## src/rtl/cfg_sel_pkg.sv

```systemverilog
package cfg_sel_pkg;
  localparam int unsigned CS_ADDR_W  = 32;
  localparam int unsigned CS_SEL_LSB = 11;
  localparam int unsigned CS_FN_LSB  = 8;
  localparam int unsigned CS_FN_W    = 3;
  localparam int unsigned CS_REG_W   = 8;
  localparam int unsigned CS_BUS_W   = 8;
endpackage

```

## src/rtl/cfg_sel_rst_sync.sv

```systemverilog
module cfg_sel_rst_sync (
  input  logic clk,
  input  logic rst_n,
  output logic rst_n_sync
);
  logic [1:0] stage_q;

  always_ff @(posedge clk or negedge rst_n) begin
    if (!rst_n) stage_q <= 2'b00;
    else        stage_q <= {stage_q[0], 1'b1};
  end

  assign rst_n_sync = stage_q[1];
endmodule

```

## src/rtl/cfg_sel_onehot.sv

```systemverilog
module cfg_sel_onehot #(
  parameter int unsigned SEL_W   = 21,
  parameter int unsigned SEL_LSB = 11,
  parameter int unsigned POS_W   = 5
) (
  input  logic [SEL_W-1:0] sel,
  output logic             hit,
  output logic [POS_W-1:0] pos
);
  logic [SEL_W-1:0] low_clear;

  // Clearing the lowest set bit leaves zero only for a single-bit pattern.
  assign low_clear = sel & (sel - SEL_W'(1));
  assign hit       = (sel != '0) && (low_clear == '0);

  // OR-encoder: correct only when hit is true; the result is masked otherwise.
  always_comb begin
    pos = '0;
    for (int i = 0; i < int'(SEL_W); i++) begin
      if (sel[i]) pos = pos | POS_W'(i + int'(SEL_LSB));
    end
  end
endmodule

```

## src/rtl/cfg_sel_msb.sv

```systemverilog
module cfg_sel_msb #(
  parameter int unsigned ADDR_W = 32,
  parameter int unsigned IDX_W  = 6
) (
  input  logic [ADDR_W-1:0] addr,
  output logic [IDX_W-1:0]  idx
);
  // All ones stands for minus one: an all-zero address has no set bit.
  always_comb begin
    idx = '1;
    for (int i = 0; i < int'(ADDR_W); i++) begin
      if (addr[i]) idx = IDX_W'(i);
    end
  end
endmodule

```

## src/rtl/cfg_sel_decode.sv

```systemverilog
module cfg_sel_decode
  import cfg_sel_pkg::*;
#(
  parameter int unsigned ADDR_W  = CS_ADDR_W,
  parameter int unsigned SEL_LSB = CS_SEL_LSB,
  parameter int unsigned FN_LSB  = CS_FN_LSB,
  parameter int unsigned FN_W    = CS_FN_W,
  parameter int unsigned REG_W   = CS_REG_W,
  parameter int unsigned BUS_W   = CS_BUS_W,
  localparam int unsigned DEV_W  = $clog2(ADDR_W),
  localparam int unsigned DIAG_W = DEV_W + 1
) (
  input  logic              clk,
  input  logic              rst_n,
  input  logic              acc_stb,
  input  logic [ADDR_W-1:0] cfg_addr,
  output logic              tgt_valid,
  output logic              tgt_err,
  output logic              tgt_type0,
  output logic [BUS_W-1:0]  tgt_bus,
  output logic [DEV_W-1:0]  tgt_dev,
  output logic [FN_W-1:0]   tgt_fn,
  output logic [REG_W-1:0]  tgt_reg,
  output logic [DIAG_W-1:0] diag_idx
);
  localparam int unsigned SEL_W = ADDR_W - SEL_LSB;

  logic              rst_n_s;
  logic              sel_hit;
  logic [DEV_W-1:0]  sel_pos;
  logic [DIAG_W-1:0] msb_idx;

  logic              valid_d, err_d, type0_d;
  logic [BUS_W-1:0]  bus_d;
  logic [DEV_W-1:0]  dev_d;
  logic [FN_W-1:0]   fn_d;
  logic [REG_W-1:0]  reg_d;
  logic [DIAG_W-1:0] diag_d;

  cfg_sel_rst_sync u_rst (
    .clk        (clk),
    .rst_n      (rst_n),
    .rst_n_sync (rst_n_s)
  );

  cfg_sel_onehot #(
    .SEL_W   (SEL_W),
    .SEL_LSB (SEL_LSB),
    .POS_W   (DEV_W)
  ) u_onehot (
    .sel (cfg_addr[ADDR_W-1:SEL_LSB]),
    .hit (sel_hit),
    .pos (sel_pos)
  );

  cfg_sel_msb #(
    .ADDR_W (ADDR_W),
    .IDX_W  (DIAG_W)
  ) u_msb (
    .addr (cfg_addr),
    .idx  (msb_idx)
  );

  // Next-state decode
  always_comb begin
    valid_d = sel_hit;
    err_d   = !sel_hit;
    type0_d = 1'b1;
    bus_d   = '0;
    dev_d   = sel_hit ? sel_pos : '0;
    diag_d  = sel_hit ? '0 : msb_idx;
    fn_d    = cfg_addr[FN_LSB +: FN_W];
    reg_d   = {cfg_addr[REG_W-1:2], 2'b00};
  end

  // Output registers, enabled by the access strobe
  always_ff @(posedge clk or negedge rst_n_s) begin
    if (!rst_n_s) begin
      tgt_valid <= 1'b0;
      tgt_err   <= 1'b0;
      tgt_type0 <= 1'b0;
      tgt_bus   <= '0;
      tgt_dev   <= '0;
      tgt_fn    <= '0;
      tgt_reg   <= '0;
      diag_idx  <= '0;
    end else if (acc_stb) begin
      tgt_valid <= valid_d;
      tgt_err   <= err_d;
      tgt_type0 <= type0_d;
      tgt_bus   <= bus_d;
      tgt_dev   <= dev_d;
      tgt_fn    <= fn_d;
      tgt_reg   <= reg_d;
      diag_idx  <= diag_d;
    end
  end

  // a valid capture came from a single-bit select field
  p_valid_single_r2: assert property (@(posedge clk) disable iff (!rst_n_s)
    ($past(acc_stb) && tgt_valid) |-> ($countones($past(cfg_addr[ADDR_W-1:SEL_LSB])) == 1));

  // the reported device bit was set in the captured address
  p_dev_bit_set_r3: assert property (@(posedge clk) disable iff (!rst_n_s)
    ($past(acc_stb) && tgt_valid) |-> ((($past(cfg_addr) >> tgt_dev) & ADDR_W'(1)) == ADDR_W'(1)));

  // captured accesses are first-level cycles on bus zero
  p_type0_bus0_r4: assert property (@(posedge clk) disable iff (!rst_n_s)
    $past(acc_stb) |-> (tgt_type0 && (tgt_bus == '0)));

  // an error capture selects no device
  p_err_no_dev_r5: assert property (@(posedge clk) disable iff (!rst_n_s)
    tgt_err |-> (!tgt_valid && (tgt_dev == '0)));

  // without a strobe nothing moves
  p_hold_r8: assert property (@(posedge clk) disable iff (!rst_n_s)
    !acc_stb |=> ($stable(tgt_valid) && $stable(tgt_err) && $stable(tgt_dev) &&
                  $stable(tgt_fn) && $stable(tgt_reg) && $stable(diag_idx) &&
                  $stable(tgt_type0)));
endmodule

```

## config.mk

```make
export PLATFORM = sky130hd
export DESIGN_NAME = cfg_sel_decode
export DESIGN_NICKNAME = d
export VERILOG_FILES = /design/src/rtl/cfg_sel_pkg.sv /design/src/rtl/cfg_sel_rst_sync.sv /design/src/rtl/cfg_sel_onehot.sv /design/src/rtl/cfg_sel_msb.sv /design/src/rtl/cfg_sel_decode.sv
export SDC_FILE = /design/constraint.sdc
export NUM_CORES = 1
export LEC_CHECK = 0
export ABC_AREA = 1
export BUFFER_PORTS_ARGS = -buffer_cell sky130_fd_sc_hd__buf_2
export CAP_MARGIN = 20
export CORE_MARGIN = 4
export CORE_UTILIZATION = 55
export DETAILED_ROUTE_END_ITERATION = 7
export GPL_ROUTABILITY_DRIVEN = 1
export PLACE_DENSITY = 0.9
export SYNTH_ARGS = -nofsm -noshare
export SYNTH_HDL_FRONTEND = slang
export SYNTH_HIERARCHICAL = 1
export SYNTH_SLANG_ARGS = --single-unit
```

## constraint.sdc

```tcl
create_clock -name clk -period 1.1 [get_ports clk]
set_input_delay 0.165 -clock clk [delete_from_list [all_inputs] [get_ports clk]]
set_output_delay 0.165 -clock clk [all_outputs]
set_load 0.005 [all_outputs]
```

Word-level counts from Yosys, hierarchy flattened. Cells that the tools add are included.

Register bits: 25. Output and inout bits: 33. Word-level logic and storage cells: 69.

Reductions and logical operators: 4. Mux-type cells: 55. $add $sub $neg: 1. Bitwise gates (word level): 1.

Operator list (count): $mux W6 (33); $mux W5 (17); $and A21 B21 Y21 (1); $logic_not A21 Y1 (1); $reduce_bool A21 Y1 (1); $sub A21 B1 Y21 const B (1); $mux W4 (5); $logic_and A1 B1 Y1 (1); $logic_not A1 Y1 (1).

Depth between registers and ports, before layout.
Word-level depth: 33. Depth in mapped cells: 34. Gate-level depth less buffers: 34.

Hierarchy. Netlist, hierarchy kept.

By module, submodules not included: cfg_sel_decode (cells each 107, seq. area each 575.6 um^2, area each 969.7 um^2, times used 1); cfg_sel_onehot (cells each 113, seq. area each 0.0 um^2, area each 503.0 um^2, times used 1); cfg_sel_msb (cells each 112, seq. area each 0.0 um^2, area each 498.0 um^2, times used 1); cfg_sel_rst_sync (cells each 3, seq. area each 50.0 um^2, area each 53.8 um^2, times used 1).

Worst setup path after synthesis. No wires, ideal clock.

Path type: input port to flip-flop. Start point: input port cfg_addr[1]. End point: register diag_idx[0]. Path slack: -0.604 ns. Stages on the path: 34. Data required time: 0.983 ns. Arrival: 1.587 ns. Cell sequence: inv_1 -> nand2_1 -> nand2_1 -> nand2_1 -> nand2_1 -> nand2_1 -> nand2_1 -> nand2_1 -> nand2_1 -> nand2_1 -> nand2_1 -> nand2_1 -> nand2_1 -> nand2_1 -> nand2_1 -> nand2_1 -> nand2_1 -> nand2_1 -> nand2_1 -> nand2_1 -> nand2_1 -> nand2_1 -> nand2_1 -> nand2_1 -> nand2_1 -> nand2_1 -> nand2_1 -> nand2_1 -> nand2_1 -> nand2_1 -> nand2_1 -> nand2_1 -> nand3_1 -> nand2_1.

Longest elaborated chain between the ends: 32.

RTL lines: start: declaration (RTL line cfg_sel_decode.sv:16) `input logic [ADDR_W-1:0] cfg_addr,`; $mux W6 (31 in series) (RTL line cfg_sel_msb.sv:12) `if (addr[i]) idx = IDX_W'(i);`; net msb_idx[0] (RTL line cfg_sel_decode.sv:31) `logic [DIAG_W-1:0] msb_idx;`; $mux W6 (RTL line cfg_sel_decode.sv:71) `diag_d = sel_hit ? '0 : msb_idx;`; end signal: assignment (RTL line cfg_sel_decode.sv:95) `diag_idx <= diag_d;`; end: declaration (RTL line cfg_sel_decode.sv:24) `output logic [DIAG_W-1:0] diag_idx`.

The timed path passes the listed nets, and every way through them passes these cells. A chain may end at the register's enable or synchronous reset.

Final worst setup path.
Start point: input port cfg_addr[5]. End point: register diag_idx[0].

Longest elaborated chain between the ends: 28.

RTL lines (RTL line): $mux W6 (27 in series) (cfg_sel_msb.sv:12); net msb_idx[0] (cfg_sel_decode.sv:31); $mux W6 (cfg_sel_decode.sv:71).

The timed path passes the listed nets, and every way through them passes these cells.

==> flow_metrics.env <==
export IMPL_die_w_um=68.67
export IMPL_reg2reg_from="diag_idx[2]"
export IMPL_core_area_sq_um=3442
export IMPL_cts_max_path_buffers=2
export IMPL_peakVddDrop_v=0.0008045
export IMPL_p_sw_frac=0.3274
export IMPL_p_int_uw=1613
export IMPL_p_comb_frac=0.353
export IMPL_grt_use_total=0.3502
export IMPL_muxShareOfSynthArea=0
export IMPL_ys_top_cells_by_area="dfrtp_1 31%, nand2_1 26%, nor2_1 9.6%"
export IMPL_numClockSinks=25
export IMPL_grt_pass1_vias=2701
export IMPL_rsz0062_at_grt="true"
export IMPL_clk_latency_ns=0.27
export IMPL_cts_buffers=3
export IMPL_yosys_area_share_adder=0
export IMPL_gp_congestion=0.9348
export IMPL_cts_tree="done"
export IMPL_drt_iter0_drc=453
export IMPL_fp_row_count=21
export IMPL_avgSynthCellArea_sq_um=6.043
export IMPL_hold_viol_final=0
export IMPL_synth_compound_area_share=0.03152
export IMPL_grt_max_degree=24
export IMPL_syn_inst=335
export IMPL_floorplan_initialDensity=0.5881
export IMPL_yosysWarnings=6
export IMPL_power_frac_clock=0.232
export IMPL_drive_gt1_frac=0.3925
export IMPL_path_class="in -> reg"
export IMPL_synth_top_family_by_area="simple AND/OR/NAND/NOR gates"
export IMPL_wl_per_cell_um=17.20
export IMPL_cp_data_arrival_time_ns=1.99
export IMPL_crit_fanout=2
export IMPL_postRouteAntennaNets=0
export IMPL_startpoint="cfg_addr[5]"
export IMPL_slowest_stage="bufinv_8"
export IMPL_final_common_cell="nand2_1"
export IMPL_drtPass1Iterations=8
export IMPL_drv_cap=0
export IMPL_cp_required_ns=1.26
export IMPL_synth_top_cell_area_share=0.3090
export IMPL_cp_start_kind="primary input"
export IMPL_yosysSeqAreaShare=0.3090
export IMPL_critPathMostFrequentCell="nand2_1"
export IMPL_setup_ws_ns=-0.7335
export IMPL_outcome="finished, violations left"
export IMPL_slew_viol_final=0
export IMPL_antenna_found_initial=0
export IMPL_hp_start="cfg_addr[8]"
export IMPL_violations="design-rule violations, negative setup slack"
export IMPL_hold_class="in -> reg"
export IMPL_setup_viol=13
export IMPL_yosys_area_share_simple=0.4889
export IMPL_hold_slack_ns=0.1335
export IMPL_worstReg2RegEnd="diag_idx[2]"
export IMPL_reg2reg_slack_ns=0.32
export IMPL_layout_min_cycle_time_ns=1.833
export IMPL_slowest_delay_ns=0.18
export IMPL_port_buffers=57
export IMPL_pin_count=68
export IMPL_seqPwrFrac=0.416
export IMPL_worstRegToRegCells=2
export IMPL_dieHeight_um=68.67
export IMPL_clock_skew_ns=0.005438
export IMPL_pwr_density_cell_nw_per_um2=765.6
export IMPL_root_buffer="clkbuf_8"
export IMPL_cp_endpoint="diag_idx[0]"
export IMPL_ys_seq_elements=25
export IMPL_num_antenna_cells=0
export IMPL_syn_area_sq_um=2024
export IMPL_clock_fmax_ghz=0.5454
export IMPL_synth_xor_area_frac=0
export IMPL_place_hpwl_mm=4.808
export IMPL_die_area_sq_um=4716
export IMPL_final_cell_mix="129 x nand2_1, 60 x buf_4, 43 x buf_2, 38 x nor2_1, 32 x inv_1"
export IMPL_period_share=1.667
export IMPL_switching_power_uw=785.3
export IMPL_synthToLayoutAreaGrowth_pct=54.76
export IMPL_end_kind="flop"
export IMPL_drt_vias_per_instance=5.821
export IMPL_power_leakage_uw=0.001757
export IMPL_fillCellCount=150
export IMPL_cts_htree_levels=1
export IMPL_layout_nets=492
export IMPL_synth_largest_area_cell="dfrtp_1"
export IMPL_drc_errors=34
export IMPL_overflow=0
export IMPL_vias=2922
export IMPL_grt_pass1_wl_mm=12.19
export IMPL_pre_cts_slack_ns=-0.8795
export IMPL_cts_clk_slew_worst_paths_ns=0.09
export IMPL_routed_wl_mm=8.635
export IMPL_ys_types=25
-- Yosys cell counts --
cell type,number
nor2_4,3
nand4_1,4
dfrtp_1,25
o311ai_1,1
nand2_2,2
or2_2,1
nor4_1,3
nor2_1,52
nor3_1,2
a21oi_1,2
nand3b_1,2
o21ai_0,6
buf_6,2
or3_1,1
buf_4,12
bufinv_8,4
nand2_1,142
inv_2,5
nor2_2,3
o21bai_1,1
nand3_1,23
clkbuf_2,1
conb_1,2
o31ai_1,1
inv_1,35
-- repair_timing --
item / CTS / global route
pin swaps: 18 / 15
buffers inserted: 12 / 5
endpoints found under the setup margin: 13 / 13
endpoints found under the hold margin: 2 / 0
gates resized for setup: 33 / 38
hold buffers: 1 / 0
-- power groups by stage --
| stage | Combinational [uW] | Sequential (uW) | Clock (uW) |
|---|---|---|---|
| after floorplan | 311 | 1030 | 0 |
| after global placement | 639 | 1010 | 0 |
| after detailed placement | 661 | 1010 | 0 |
| after CTS | 725 | 995 | 558 |
| after global routing | 906 | 1000 | 582 |
| final | 846 | 997 | 556 |
-- critical path, delay by kind of cell --
family                 cells  cell delay (ns)
buffers and inverters      2             0.30
and+or+nand+nor           29             1.54
-- worst min path at each step --
stage / slack [ns] / end / cells after the start
after floorplan: -0.13 / u_rst/stage_q[0] / 0
after global placement: -0.05 / u_rst/stage_q[0] / 1
after detailed placement: -0.05 / u_rst/stage_q[0] / 1
after CTS: 0.13 / tgt_fn[0] / 3
after global routing: 0.18 / tgt_fn[1] / 3
final: 0.13 / tgt_fn[0] / 3
-- cell families (layout without fill, tap and decap cells) --
group / after synthesis / after routing
AND/OR/NAND/NOR: 238 / 238
buffers and inverters: 59 / 171
flip-flops: 25 / 25
AO/OA/AOI/OAI: 11 / 11
other: 2 / 11
-- through the flow --
step                      area (sq um)  std cells  power (uW)  setup TNS (ns)  utilization
final                             3133        502        2399          -6.628       0.9102
after global routing              3133        502        2491          -6.832       0.9102
after CTS                         2974        497        2278          -2.773       0.8640
after detailed placement          2716        480        1674          -7.282       0.7892
after global placement            2716        480        1648          -6.761       0.7892
after floorplan                   2121        344        1339          -2.451            -
-- per-layer routing --
| metal | wire [um] | global-route usage |
|---|---|---|
| met1 | 2934 | 0.3858 |
| met2 | 3877 | 0.5888 |
| met3 | 1005 | 0.09400 |
| met4 | 818 | 0.2283 |
| met5 | 0 | 0 |
-- area by class of cell --
type,count,area (sq um),area share
Tap cell,46,57.56,0.01837
Inverter,44,227.7,0.07268
Timing Repair Buffer,123,914.6,0.2919
Clock inverter,1,7.507,0.002396
Multi-Input combinational cell,260,1259,0.4018
Sequential cell,25,625.6,0.1997
Clock buffer,3,41.29,0.01318
(Power assumes the default switching activity.)
